**config.mk**
```make
export PLATFORM = sky130hd
export DESIGN_NAME = imm_alu
export DESIGN_NICKNAME = d
export VERILOG_FILES = /design/src/rtl/alu_pkg.sv /design/src/rtl/alu_operand_b.sv /design/src/rtl/alu_addsub.sv /design/src/rtl/alu_core.sv /design/src/rtl/imm_alu.sv
export SDC_FILE = /design/constraint.sdc
export NUM_CORES = 1
export LEC_CHECK = 0
export BUFFER_PORTS_ARGS = -buffer_cell sky130_fd_sc_hd__buf_2
export CORE_UTILIZATION = 52
export DETAILED_ROUTE_END_ITERATION = 8
export PLACE_DENSITY = 0.77
export REMOVE_ABC_BUFFERS = 1
export SLEW_MARGIN = 25
export SYNTH_ARGS = -nofsm -noshare
export SYNTH_HDL_FRONTEND = slang
export SYNTH_SLANG_ARGS = --single-unit
```
**constraint.sdc**
```tcl
create_clock -name vclk -period 16.43
set_input_delay 2.4645 -clock vclk [all_inputs]
set_output_delay 2.4645 -clock vclk [all_outputs]
set_load 0.01 [all_outputs]
```
**src/rtl/alu_pkg.sv**
```systemverilog
package alu_pkg;

  typedef enum logic [2:0] {
    OP_ADD = 3'd0,
    OP_SUB = 3'd1,
    OP_AND = 3'd2,
    OP_OR  = 3'd3,
    OP_XOR = 3'd4,
    OP_NOR = 3'd5,
    OP_SLT = 3'd6,
    OP_LUI = 3'd7
  } alu_op_e;

  // Signed less-than from the operand signs and the sign of (a - b).
  // When the signs differ the subtraction may overflow, so the sign of a decides.
  function automatic logic signed_less(input logic sign_a, input logic sign_b,
                                       input logic diff_sign);
    if (sign_a != sign_b) return sign_a;
    return diff_sign;
  endfunction

  // Operation needs the adder in subtract mode.
  function automatic logic needs_subtract(input alu_op_e op);
    return (op == OP_SUB) || (op == OP_SLT);
  endfunction

endpackage

```
**src/rtl/alu_operand_b.sv**
```systemverilog
module alu_operand_b
  import alu_pkg::*;
#(
  parameter int WIDTH = 32,
  parameter int IMM_W = 16
) (
  input  logic [WIDTH-1:0] reg_b,
  input  logic [IMM_W-1:0] imm,
  input  logic             use_imm,
  input  logic             ext_signed,
  output logic [WIDTH-1:0] opnd_b
);
  localparam int UPPER_W = WIDTH - IMM_W;

  logic [UPPER_W-1:0] upper_fill;
  logic [WIDTH-1:0]   imm_wide;

  assign upper_fill = ext_signed ? {UPPER_W{imm[IMM_W-1]}} : {UPPER_W{1'b0}};
  assign imm_wide   = {upper_fill, imm};
  assign opnd_b     = use_imm ? imm_wide : reg_b;

  always_comb begin
    if (use_imm && ext_signed) begin
      a_r6_sign_ext: assert ((opnd_b[WIDTH-1:IMM_W] == '0) || (opnd_b[WIDTH-1:IMM_W] == '1))
        else $error("upper half of sign-extended operand is not uniform");
    end
    if (use_imm && !ext_signed) begin
      a_r7_zero_ext: assert (opnd_b[WIDTH-1:IMM_W] == '0)
        else $error("zero-extended operand has upper bits set");
    end
  end

endmodule

```
**src/rtl/alu_addsub.sv**
```systemverilog
module alu_addsub
  import alu_pkg::*;
#(
  parameter int WIDTH = 32
) (
  input  logic [WIDTH-1:0] opnd_a,
  input  logic [WIDTH-1:0] opnd_b,
  input  alu_op_e          op,
  output logic [WIDTH-1:0] sum,
  output logic             less
);
  logic             sub_en;
  logic [WIDTH-1:0] b_adj;

  assign sub_en = needs_subtract(op);
  assign b_adj  = sub_en ? ~opnd_b : opnd_b;
  assign sum    = opnd_a + b_adj + {{(WIDTH-1){1'b0}}, sub_en};
  assign less   = signed_less(opnd_a[WIDTH-1], opnd_b[WIDTH-1], sum[WIDTH-1]);

  always_comb begin
    if (op == OP_SUB) begin
      a_r2_sub_inverse: assert (sum + opnd_b == opnd_a)
        else $error("difference plus subtrahend does not restore minuend");
    end
    if (op == OP_ADD) begin
      a_r1_add_inverse: assert (sum - opnd_b == opnd_a)
        else $error("sum minus addend does not restore augend");
    end
  end

endmodule

```
**src/rtl/alu_core.sv**
```systemverilog
module alu_core
  import alu_pkg::*;
#(
  parameter int WIDTH = 32,
  parameter int IMM_W = 16
) (
  input  logic [WIDTH-1:0] opnd_a,
  input  logic [WIDTH-1:0] opnd_b,
  input  logic [IMM_W-1:0] imm,
  input  alu_op_e          op,
  input  logic [WIDTH-1:0] arith_sum,
  input  logic             arith_less,
  output logic [WIDTH-1:0] result
);
  localparam int LOW_W = WIDTH - IMM_W;

  logic [WIDTH-1:0] or_val;
  logic [WIDTH-1:0] lui_val;

  assign or_val  = opnd_a | opnd_b;
  assign lui_val = {imm, {LOW_W{1'b0}}};

  always_comb begin
    unique case (op)
      OP_ADD, OP_SUB: result = arith_sum;
      OP_AND:         result = opnd_a & opnd_b;
      OP_OR:          result = or_val;
      OP_XOR:         result = opnd_a ^ opnd_b;
      OP_NOR:         result = ~or_val;
      OP_SLT:         result = {{(WIDTH-1){1'b0}}, arith_less};
      OP_LUI:         result = lui_val;
      default:        result = '0;
    endcase
  end

  always_comb begin
    if (op == OP_SLT) begin
      a_r5_slt_range: assert (result[WIDTH-1:1] == '0)
        else $error("set-less-than result wider than one bit");
    end
    if (op == OP_NOR) begin
      a_r4_nor_disjoint: assert (((result & (opnd_a | opnd_b)) == '0) &&
                                 ((result | opnd_a | opnd_b) == '1))
        else $error("nor result not the complement of the or");
    end
    if (op == OP_LUI) begin
      a_r8_lui_low: assert (result[LOW_W-1:0] == '0)
        else $error("load-upper low half not cleared");
    end
  end

endmodule

```
**src/rtl/imm_alu.sv**
```systemverilog
module imm_alu
  import alu_pkg::*;
#(
  parameter int WIDTH = 32,
  parameter int IMM_W = 16
) (
  input  logic [WIDTH-1:0] a_i,
  input  logic [WIDTH-1:0] b_i,
  input  logic [IMM_W-1:0] imm_i,
  input  logic             use_imm_i,
  input  logic             ext_signed_i,
  input  logic [2:0]       op_i,
  output logic [WIDTH-1:0] result_o,
  output logic             zero_o
);
  alu_op_e          op;
  logic [WIDTH-1:0] opnd_b;
  logic [WIDTH-1:0] arith_sum;
  logic             arith_less;

  assign op = alu_op_e'(op_i);

  alu_operand_b #(.WIDTH(WIDTH), .IMM_W(IMM_W)) u_opb (
    .reg_b      (b_i),
    .imm        (imm_i),
    .use_imm    (use_imm_i),
    .ext_signed (ext_signed_i),
    .opnd_b     (opnd_b)
  );

  alu_addsub #(.WIDTH(WIDTH)) u_addsub (
    .opnd_a (a_i),
    .opnd_b (opnd_b),
    .op     (op),
    .sum    (arith_sum),
    .less   (arith_less)
  );

  alu_core #(.WIDTH(WIDTH), .IMM_W(IMM_W)) u_core (
    .opnd_a     (a_i),
    .opnd_b     (opnd_b),
    .imm        (imm_i),
    .op         (op),
    .arith_sum  (arith_sum),
    .arith_less (arith_less),
    .result     (result_o)
  );

  assign zero_o = (result_o == '0);

  always_comb begin
    if (zero_o) begin
      a_r10_zero_flag: assert ($countones(result_o) == 0)
        else $error("zero flag set with nonzero result");
    end
  end

endmodule

```
After elaboration in Yosys (flattened, before gate mapping)

Cells that the tools add are included.

Word-level logic and storage cells: 26
Output and inout bits: 33
Flip-flop bits (word level): 0
Input port bits: 85

Bitwise gates (word level): 5
Muxes and demuxes: 7
Reductions and logical operators: 4
Add/sub/neg operators: 2
Eq/ne operators: 8

Operators by type and width:

| operator           | number |
|---|---|
| $pmux 32 s7        | 1 |
| $mux 32            | 2 |
| $not 32->32        | 2 |
| $add 32x1->32      | 1 |
| $add 32x32->32     | 1 |
| $and 32x32->32     | 1 |
| $logic_not 32->1   | 1 |
| $or 32x32->32      | 1 |
| $xor 32x32->32     | 1 |
| $mux 16            | 1 |
| $eq 3x3->1 const B | 4 |
| $eq 3x2->1 const B | 2 |
| $eq 3x1->1 const B | 1 |
| $logic_not 3->1    | 1 |
| $mux 1             | 3 |
| $reduce_or 2->1    | 1 |
| $logic_or 1x1->1   | 1 |
| $ne 1x1->1         | 1 |

Longest topological paths before layout

Gate-level depths: netlist (run 1).

Depth in word-level cells: 9
Mapped depth: 17
Mapped depth without buffers: 15

Modules after synthesis

Synthesis (run 1) repeated with hierarchy kept, for this count alone.

Cell total of the unflattened synthesis: 709
Area, all modules: 5,408.9 um^2

Modules (own cells, without submodules):

| module        | cells each | times used | area each (um^2) | seq. area each (um^2) |
|---|---|---|---|---|
| alu_core      | 375        | 1          | 2,912.8          | 0.0 |
| alu_addsub    | 269        | 1          | 1,994.4          | 0.0 |
| alu_operand_b | 54         | 1          | 429.2            | 0.0 |
| imm_alu       | 11         | 1          | 72.6             | 0.0 |

Worst setup path before layout (run 1)

No wires, ideal clock.

Path type: input -> output
From: input op_i[2]
To: output zero_o
Arrival: 6,414 ps
Buffers on the path: 2
Stages on the path: 17
Setup slack: 7,552 ps
Path through: buf_2 and3b_1 nor2_1 buf_1 xnor2_1 inv_1 fa_1 nor2b_1 o221ai_1 a2111oi_0 nor2_1 xnor2_1 o221a_2 nor4b_1 and4_1 nand4b_1 nor4_2

RTL lines:

| element                                  | RTL line         | RTL |
|---|---|---|
| start: declaration                       | imm_alu.sv:12    | `input logic [2:0] op_i,` |
| $eq 3x1->1 or $eq 3x3->1 (tied branches) | n/a              |  |
| $logic_or 1x1->1                         | alu_pkg.sv:24    | `return (op == OP_SUB) \|\| (op == OP_SLT);` |
| $mux 32                                  | alu_addsub.sv:16 | `assign b_adj = sub_en ? ~opnd_b : opnd_b;` |
| $add 32x32->32                           | alu_addsub.sv:17 | `assign sum = opnd_a + b_adj + {{(WIDTH-1){1'b0}}, sub_en};` |
| $add 32x1->32                            | alu_addsub.sv:17 |  |
| $pmux 32 s7 *                            | alu_core.sv:24   | `unique case (op)` |
| named net result_o[14]                   | imm_alu.sv:13    | `output logic [WIDTH-1:0] result_o,` |
| $logic_not 32->1 *                       | imm_alu.sv:49    | `assign zero_o = (result_o == '0);` |
| end: declaration                         | imm_alu.sv:14    | `output logic zero_o` |

The timed path passes the listed nets; every way through them passes the cells marked *.

Worst setup path in the final report (run 1)

From: input op_i[2]
To: output zero_o

Cells in the longest elaborated chain, start to end: 8

Ends and longest elaborated chain:

| element                                  | RTL line         | RTL |
|---|---|---|
| $eq 3x1->1 or $eq 3x3->1 (tied branches) | n/a              |  |
| $logic_or 1x1->1                         | alu_pkg.sv:24    |  |
| $mux 32                                  | alu_addsub.sv:16 |  |
| $add 32x32->32                           | alu_addsub.sv:17 |  |
| $add 32x1->32                            | alu_addsub.sv:17 |  |
| $mux 1                                   | alu_pkg.sv:19    | `return diff_sign;` |
| $pmux 32 s7 *                            | alu_core.sv:24   |  |
| $logic_not 32->1 *                       | imm_alu.sv:49    |  |

Every way passes the cells marked *; elsewhere a longest branch is shown, timed or not.

==> results of run 1 <==
worst max-delay path, stage by stage:
cell and delay (ns):
buf_2 0.62, nor3b_1 0.23, nor2_4 0.55, xnor2_1 0.23
inv_1 0.08, fa_1 0.40, nor2b_1 0.17, o221ai_1 0.25
a2111oi_0 0.87, nor2_1 0.20, xnor2_1 0.18, o221a_2 0.25
nor4b_1 0.34, and4_1 0.26, nand4b_1 0.19, nor4_2 0.18
buf_2 0.17
worst max path at each step:
stage                        from  endpoint  slack [ns]  cells past startpoint
final                     op_i[2]    zero_o        6.32                     17
after global routing      op_i[2]    zero_o        6.02                     17
after CTS                 op_i[0]    zero_o        6.45                     18
after detailed placement  op_i[0]    zero_o        6.45                     18
after global placement    op_i[2]    zero_o        6.64                     17
after floorplan           op_i[2]    zero_o        6.50                     15
area by class of cell:
cell class                 instances  area (um^2)  area share (%)
timing repair buffer             124          636            11.1
inverter                          75          282            4.92
multi-input combinational        620         4640            81.1
tap                              129          161            2.82
through the flow:
stage                     cells  hold WS [ns]  area, um^2  power (mW)
final                       948          5.44        5720       0.290
after global routing        948          5.45        5720       0.319
after CTS                   948          5.43        5720       0.285
after detailed placement    948          5.43        5720       0.283
after global placement      948          5.44        5720       0.279
after floorplan             695          5.10        4910       0.195
cell usage in the layout (no fill, tap or decap), drive strengths merged, types with 7 or more instances in the layout:
master and n:
buf 124, ha 94, inv 74, o21ai 65
a21oi 59, nand2 57, nor2 52, mux2i 39
xnor2 30, xor2 19, nor3 17, a221oi 17
o221ai 15, a21o 14, nor4 13, mux2 11
nand3 10, o21a 8, a211oi 8, and2 7
nand4 7, or3 7
metal layers:
| metal | share of wire [%] | global-route usage, % |
|---|---|---|
| met1 | 45 | 47.0 |
| met2 | 44 | 56.2 |
| met3 | 7.2 | 2.84 |
| met4 | 3.4 | 12.4 |
| met5 | 0 | 0 |
cell families (layout without fill, tap and decap cells):
family          after synthesis  count (layout)  synth area share [%]
compound gates              233             233                  30.0
xor+xnor                     50              50                  8.88
fa+ha+maj                    95              95                  23.5
buf+inv                     120             199                  9.01
mux                          50              50                  10.2
simple gates                192             192                  18.4
power by group:
| part | total [mW] | switching, mW | internal, mW | leakage [nW] |
|---|---|---|---|---|
| sequential | 0 | 0 | 0 | 0 |
| clock | 0 | 0 | 0 | 0 |
| combinational | 0.290 | 0.178 | 0.112 | 2.85 |
==> flow_summary_export.csv, run 1 <==
group,metric,value,unit
hold_path,hp-class,"input port to output port",
floorplan,rows,35,
run,maxCapViolations,0,
hold_path,holdPathStages,4,
global_route,grt_max_degree,57,
yosys,yosysWarnings,0,
clock_tree,cts_hold_buf,0,
yosys,yosysTopAreaCell,"ha_1",
finish,seq_cells,0,
drt,drt_iter0_drc,426,
worst_setup_path,required,13.97,ns
status,status,"completed",
global_route,grt_pass1_vias,5547,
clock_tree,post-cts-setup-buffers,0,
sta,slew_headroom,36.2,%
sta,setup_violations,0,
floorplan,core_area,9370,um^2
floorplan,dieArea,10200,um^2
sta,finalHoldViolCount,0,
global_route,overflow,0,
sta,totalNegativeSetupSlack,0,ns
power,p_per_area,50.7,nW/um^2
worst_setup_path,critPathKind,"input port to output port",
drt,first_pass_iters,5,
finish,fillers,962,
yosys,synth.area.top_cells,"ha_1 23%, mux2i_1 7.5%, o21ai_0 6.1%",
drt,avgViaCountPerCell,6.26,
yosys,synth_common_cells,"94 x ha_1, 74 x inv_1, 62 x o21ai_0",
worst_setup_path,end_kind,"output port",
hold_path,min-delay-start,"a_i[31]",
sta,period_minus_slack,10.11,ns
sta,finalMaxSlewViolations,0,
sta,period_share,61.5,%
floorplan,die_height,101,um
global_route,antenna_found_initial,0,
sta,max_slew.worst_pin.slew,0.933,ns
power,ir_drop,0.0339,mV
floorplan,ios,118,
yosys,yosysSeqAreaShare,0,%
power,p_leak,2.85,nW
sta,max_freq,0.0989,GHz
drt,vias,5939,
floorplan,die_w,101,um
finish,seq_area,0,um^2
sta,rsz0062_at_grt,"false",
placed_design,place.gp.congestion,1.03,
yosys,synthCells,740,
placed_design,dp_slack,6.45,ns
finish,diodes,0,
finish,area_growth,12.5,%
worst_setup_path,path_max_fanout,45,
worst_setup_path,cp-start-kind,"input port",
drt,wire_per_inst,18.4,um
sta,setup_ws,6.32,ns
worst_setup_path,critical_path_arrival,7.64,ns
finish,finalNetCount,1001,
placed_design,hpwl,14000,um
drt,route.detailed.drc,0,
clock_tree,cts_resized,0,
finish,fin_util,61.0,%
placed_design,io_buffers,118,
global_route,grt_first_pass_wirelength,27900,um
drt,routed_wl,17400,um
yosys,synth_area_per_cell,6.87,um^2
yosys,syn_area,5080,um^2
yosys,synth_cell_type_count,67,
finish,clockBufferCount,0,
yosys,netlist.area_leader.share,23.1,%
global_route,grt_usage,34.4,%
finish,drive_above_1_share,18.4,%
drt,route.antenna.remaining_nets,0,
floorplan,start_util,54.3,%
hold_path,hold_end,"result_o[0]",
yosys,yosysMostFrequentCell,"ha_1",
Note: power is estimated with default switching activity, not from simulation.
==> inputs of run 2 (changes only) <==
- ABC_AREA: not set -> 1
- clock period: 16.43 -> 9.3 ns (I/O delays scaled with it)
==> flow_summary_export.csv, run 2 <==
group,metric,value,unit
sta,slew_headroom,29.7,%
floorplan,ios,118,
yosys,synthSimpleGateAreaFrac,37.2,%
yosys,syn_area,5370,um^2
global_route,grt_pass1_vias,5738,
worst_setup_path,path_max_fanout,38,
power,power.share.clock,0,%
finish,layout_commonest_cell,"nand2_1",
worst_setup_path,critical_path_arrival,6.08,ns
sta,rsz0062_at_grt,"false",
drt,vias,6502,
sta,totalNegativeSetupSlack,0,ns
worst_setup_path,crit_path_start,"op_i[2]",
worst_setup_path,critical_path.top_delay_family,"simple AND/OR/NAND/NOR gates",
finish,stdcell_count,1220,
floorplan,dieArea,10700,um^2
yosys,synth_top_family_by_area,"simple AND/OR/NAND/NOR gates",
floorplan,core_area,9910,um^2
hold_path,min-delay-start,"imm_i[1]",
worst_setup_path,critPathMostFrequentCell,"nand2_1",
clock_tree,post-cts-setup-buffers,0,
finish,fin_util,60.9,%
hold_path,hp-class,"input port to output port",
placed_design,placed_cells,1220,
yosys,netlist.area_leader.share,21.9,%
drt,drt_iter0_drc,538,
floorplan,start_util,54.2,%
power,sw_frac_of_total,64.7,%
finish,fillers,1103,
sta,period_minus_slack,7.48,ns
global_route,antenna_found_initial,0,
drt,first_pass_iters,5,
yosys,synthCells,991,
sta,max_freq,0.134,GHz
worst_setup_path,cp_slowest_cell,"nand2_1",
clock_tree,cts_hold_buf,0,
floorplan,die_w,104,um
worst_setup_path,end_kind,"output port",
placed_design,hpwl,14000,um
sta,period_share,80.4,%
finish,area_growth,12.4,%
floorplan,rows,36,
power,p_per_area,82.7,nW/um^2
yosys,synth_common_cells,"298 x nand2_1, 204 x inv_1, 94 x ha_1",
power,pwr-share-seq,0,%
worst_setup_path,max_stage_delay,0.82,ns
drt,wire_per_inst,13.9,um
finish,final_cell_mix,"298 x nand2_1, 204 x inv_1, 118 x buf_2",
yosys,synth_area_per_cell,5.42,um^2
drt,route.detailed.drc,0,
sta,finalMaxSlewViolations,0,
status,status,"completed",
yosys,yosysWarnings,0,
clock_tree,cts_resized,0,
power,p_leak,3.77,nW
yosys,synth_compound_area_share,16.7,%
yosys,synth_fa_ha_area_share,22.3,%
worst_setup_path,cp-start-kind,"input port",
finish,finalNetCount,1269,
sta,max_slew.worst_pin.slew,1.05,ns
global_route,overflow,0,
yosys,yosysTopAreaCell,"ha_1",
global_route,grt_usage,31.1,%
worst_setup_path,required,7.91,ns
finish,clockBufferCount,0,
power,p_switching,323,uW
finish,drive_above_1_share,14.1,%
drt,avgViaCountPerCell,5.33,
power,p_comb_share,100.0,%
yosys,muxShareOfSynthArea,0,%
yosys,yosysMostFrequentCell,"nand2_1",
drt,routed_wl,16900,um
drt,route.antenna.remaining_nets,0,
worst_setup_path,path_buf_inv,6,
yosys,synth.area.top_cells,"ha_1 22%, nand2_1 21%, inv_1 14%",
power,ir_drop,0.0371,mV
placed_design,io_buffers,118,
power,p_int,176,uW
yosys,yosysSeqAreaShare,0,%
run,maxCapViolations,0,
placed_design,place.gp.congestion,1.06,
worst_setup_path,critPathKind,"input port to output port",
finish,seq_cells,0,
sta,setup_violations,0,
global_route,grt_first_pass_wirelength,27700,um
yosys,synth_cell_type_count,45,
floorplan,die_height,104,um
sta,finalHoldViolCount,0,
yosys,synthXorXnorAreaFrac,6.69,%
finish,diodes,0,
global_route,grt_max_degree,49,
finish,seq_area,0,um^2
[run 2: worst paths after layout]
| path | depth (start not counted) | endpoint |
|---|---|---|
| worst max-delay path | 25 | zero_o |
| worst min-delay path | 5 | result_o[17] |
[run 2: layout make-up]
cell class	instances	area, um^2	area share, %
multi-input cells	756	4460	73.9
well taps	133	166	2.76
repair buffers	122	621	10.3
inverters	209	790	13.1
[run 2: cells by family (layout without fill, tap and decap cells)]
group,Yosys count,count (layout)
and+or+nand+nor,467,467
xor gates and xnor gates,41,41
adders and majority gates,95,95
AOI/OAI and AO/OA,153,153
buffers and inverters,235,331
[run 2: routing by layer]
layer  vias up  routed length, um  track usage (%)
li1       3324                  -                -
met1      2890               7940             44.1
met2       254               7230             51.1
met3        34               1300             2.01
met4         0                442             7.56
met5         -                  0                0
[run 2: power by group through the flow]
stage	logic, mW	clock network [mW]	registers (mW)
after global placement	0.484	0	0
after floorplan	0.342	0	0
final	0.499	0	0
after CTS	0.490	0	0
after global routing	0.560	0	0
after detailed placement	0.487	0	0
[run 2: through the flow]
stage / area [um^2] / power [mW] / hold WS (ns) / setup WS (ns)
after CTS: 6030 / 0.490 / 3.28 / 1.89
after global placement: 6030 / 0.484 / 3.27 / 1.97
after detailed placement: 6030 / 0.487 / 3.27 / 1.89
after floorplan: 5240 / 0.342 / 3.02 / 1.77
final: 6030 / 0.499 / 3.29 / 1.82
after global routing: 6030 / 0.560 / 3.32 / 1.57
==> inputs of run 3 (changes only) <==
- clock period: 9.3 -> 7.7 ns (I/O delays scaled with it)
==> flow_summary_export.csv, run 3 (synthesis gave the netlist of run 2 again) <==
group,metric,value,unit
drt,drt_iter0_drc,501,
placed_design,place.gp.congestion,1.03,
worst_setup_path,path_max_fanout,48,
global_route,grt_pass1_vias,5786,
placed_design,io_buffers,118,
hold_path,hp-class,"input port to output port",
drt,route.antenna.remaining_nets,0,
power,p_leak,3.77,nW
global_route,grt_usage,30.4,%
sta,setup_violations,0,
finish,fin_util,60.9,%
clock_tree,post-cts-setup-buffers,0,
floorplan,die_w,104,um
worst_setup_path,cp_slowest_cell,"buf_2",
power,p_per_area,99.6,nW/um^2
drt,first_pass_iters,5,
worst_setup_path,critical_path.top_delay_family,"compound AO/OA/AOI/OAI gates",
sta,period_share,81.5,%
worst_setup_path,path_buf_inv,4,
status,status,"completed",
drt,route.detailed.drc,0,
floorplan,core_area,9910,um^2
global_route,grt_max_degree,49,
finish,drive_above_1_share,14.1,%
floorplan,rows,36,
global_route,grt_first_pass_wirelength,27200,um
worst_setup_path,critPathMostFrequentCell,"nand2_1",
sta,rsz0062_at_grt,"false",
floorplan,dieArea,10700,um^2
placed_design,hpwl,13800,um
global_route,antenna_found_initial,0,
sta,max_freq,0.159,GHz
worst_setup_path,required,6.55,ns
floorplan,start_util,54.2,%
worst_setup_path,critPathKind,"input port to output port",
sta,totalNegativeSetupSlack,0,ns
sta,period_minus_slack,6.27,ns
sta,finalMaxSlewViolations,0,
sta,finalHoldViolCount,0,
floorplan,ios,118,
worst_setup_path,cp-start-kind,"input port",
sta,slew_headroom,44.6,%
clock_tree,cts_resized,0,
finish,final_cell_mix,"298 x nand2_1, 204 x inv_1, 118 x buf_2",
finish,diodes,0,
global_route,overflow,0,
finish,finalNetCount,1269,
worst_setup_path,max_stage_delay,0.63,ns
worst_setup_path,cp_cell_sequence,"buf_2, inv_1, a21oi_1, inv_1, o21ai_0, xnor2_1, ha_1, a21oi_1, nand2_1, a21oi_1, nand3b_1, nand3_1, nand2_1, nand2_1, a21boi_1, nand2_1, nor2_1, nand2_1, nor2_1, nand2_1, nor2_1, buf_2",
finish,layout_commonest_cell,"nand2_1",
finish,seq_area,0,um^2
drt,vias,6456,
finish,clockBufferCount,0,
drt,wire_per_inst,13.7,um
power,ir_drop,0.0411,mV
sta,max_slew.worst_pin.slew,0.831,ns
run,maxCapViolations,0,
worst_setup_path,critical_path_arrival,5.12,ns
drt,routed_wl,16700,um
worst_setup_path,end_kind,"output port",
finish,fillers,1092,
drt,avgViaCountPerCell,5.29,
floorplan,die_height,104,um
finish,area_growth,12.4,%
clock_tree,cts_hold_buf,0,
finish,seq_cells,0,
-- run 3: final timing paths --
kind                        to      start  depth (start not counted)
setup / recovery        zero_o  use_imm_i                         22
hold / removal    result_o[31]  imm_i[15]                          6
-- run 3: stage by stage --
step                instance area, um^2  cells  hold WS, ns  worst slack, ns  total power [mW]
CTS                                6030   1220         2.78             1.53             0.590
detailed placement                 6030   1220         2.78             1.54             0.587
global route                       6030   1220         2.82             1.06             0.674
global placement                   6030   1220         2.79             1.52             0.585
finish                             6030   1220         2.78             1.43             0.601
floorplan                          5240    965         2.54            0.653             0.413
-- run 3: tightest hold or removal path: cells and delay by family --
kind,cells,cell delay [ns]
buffers and inverters,2,0.22
AOI/OAI and AO/OA,2,0.14
and+or+nand+nor,2,0.12
-- run 3: where the power goes --
part	switching, mW	leakage [nW]	internal, mW
clock	0	0	0
combinational	0.388	3.77	0.212
sequential	0	0	0
total	0.388	3.77	0.212
-- run 3: routing by layer --
layer	track usage (%)	routed length (um)	part of all wire (%)	up-vias
li1	-	-	-	3313
met1	42.9	7650	46	2840
met2	48.9	7140	43	282
met3	3.08	1540	9.2	21
met4	7.25	380	2.3	0
met5	0	0	0	-
-- run 3: final cells by class --
cell class	instances	area (um^2)	share of cell area [%]
Tap cell	133	166	2.76
Multi-Input combinational cell	756	4460	73.9
Timing Repair Buffer	122	621	10.3
Inverter	209	790	13.1
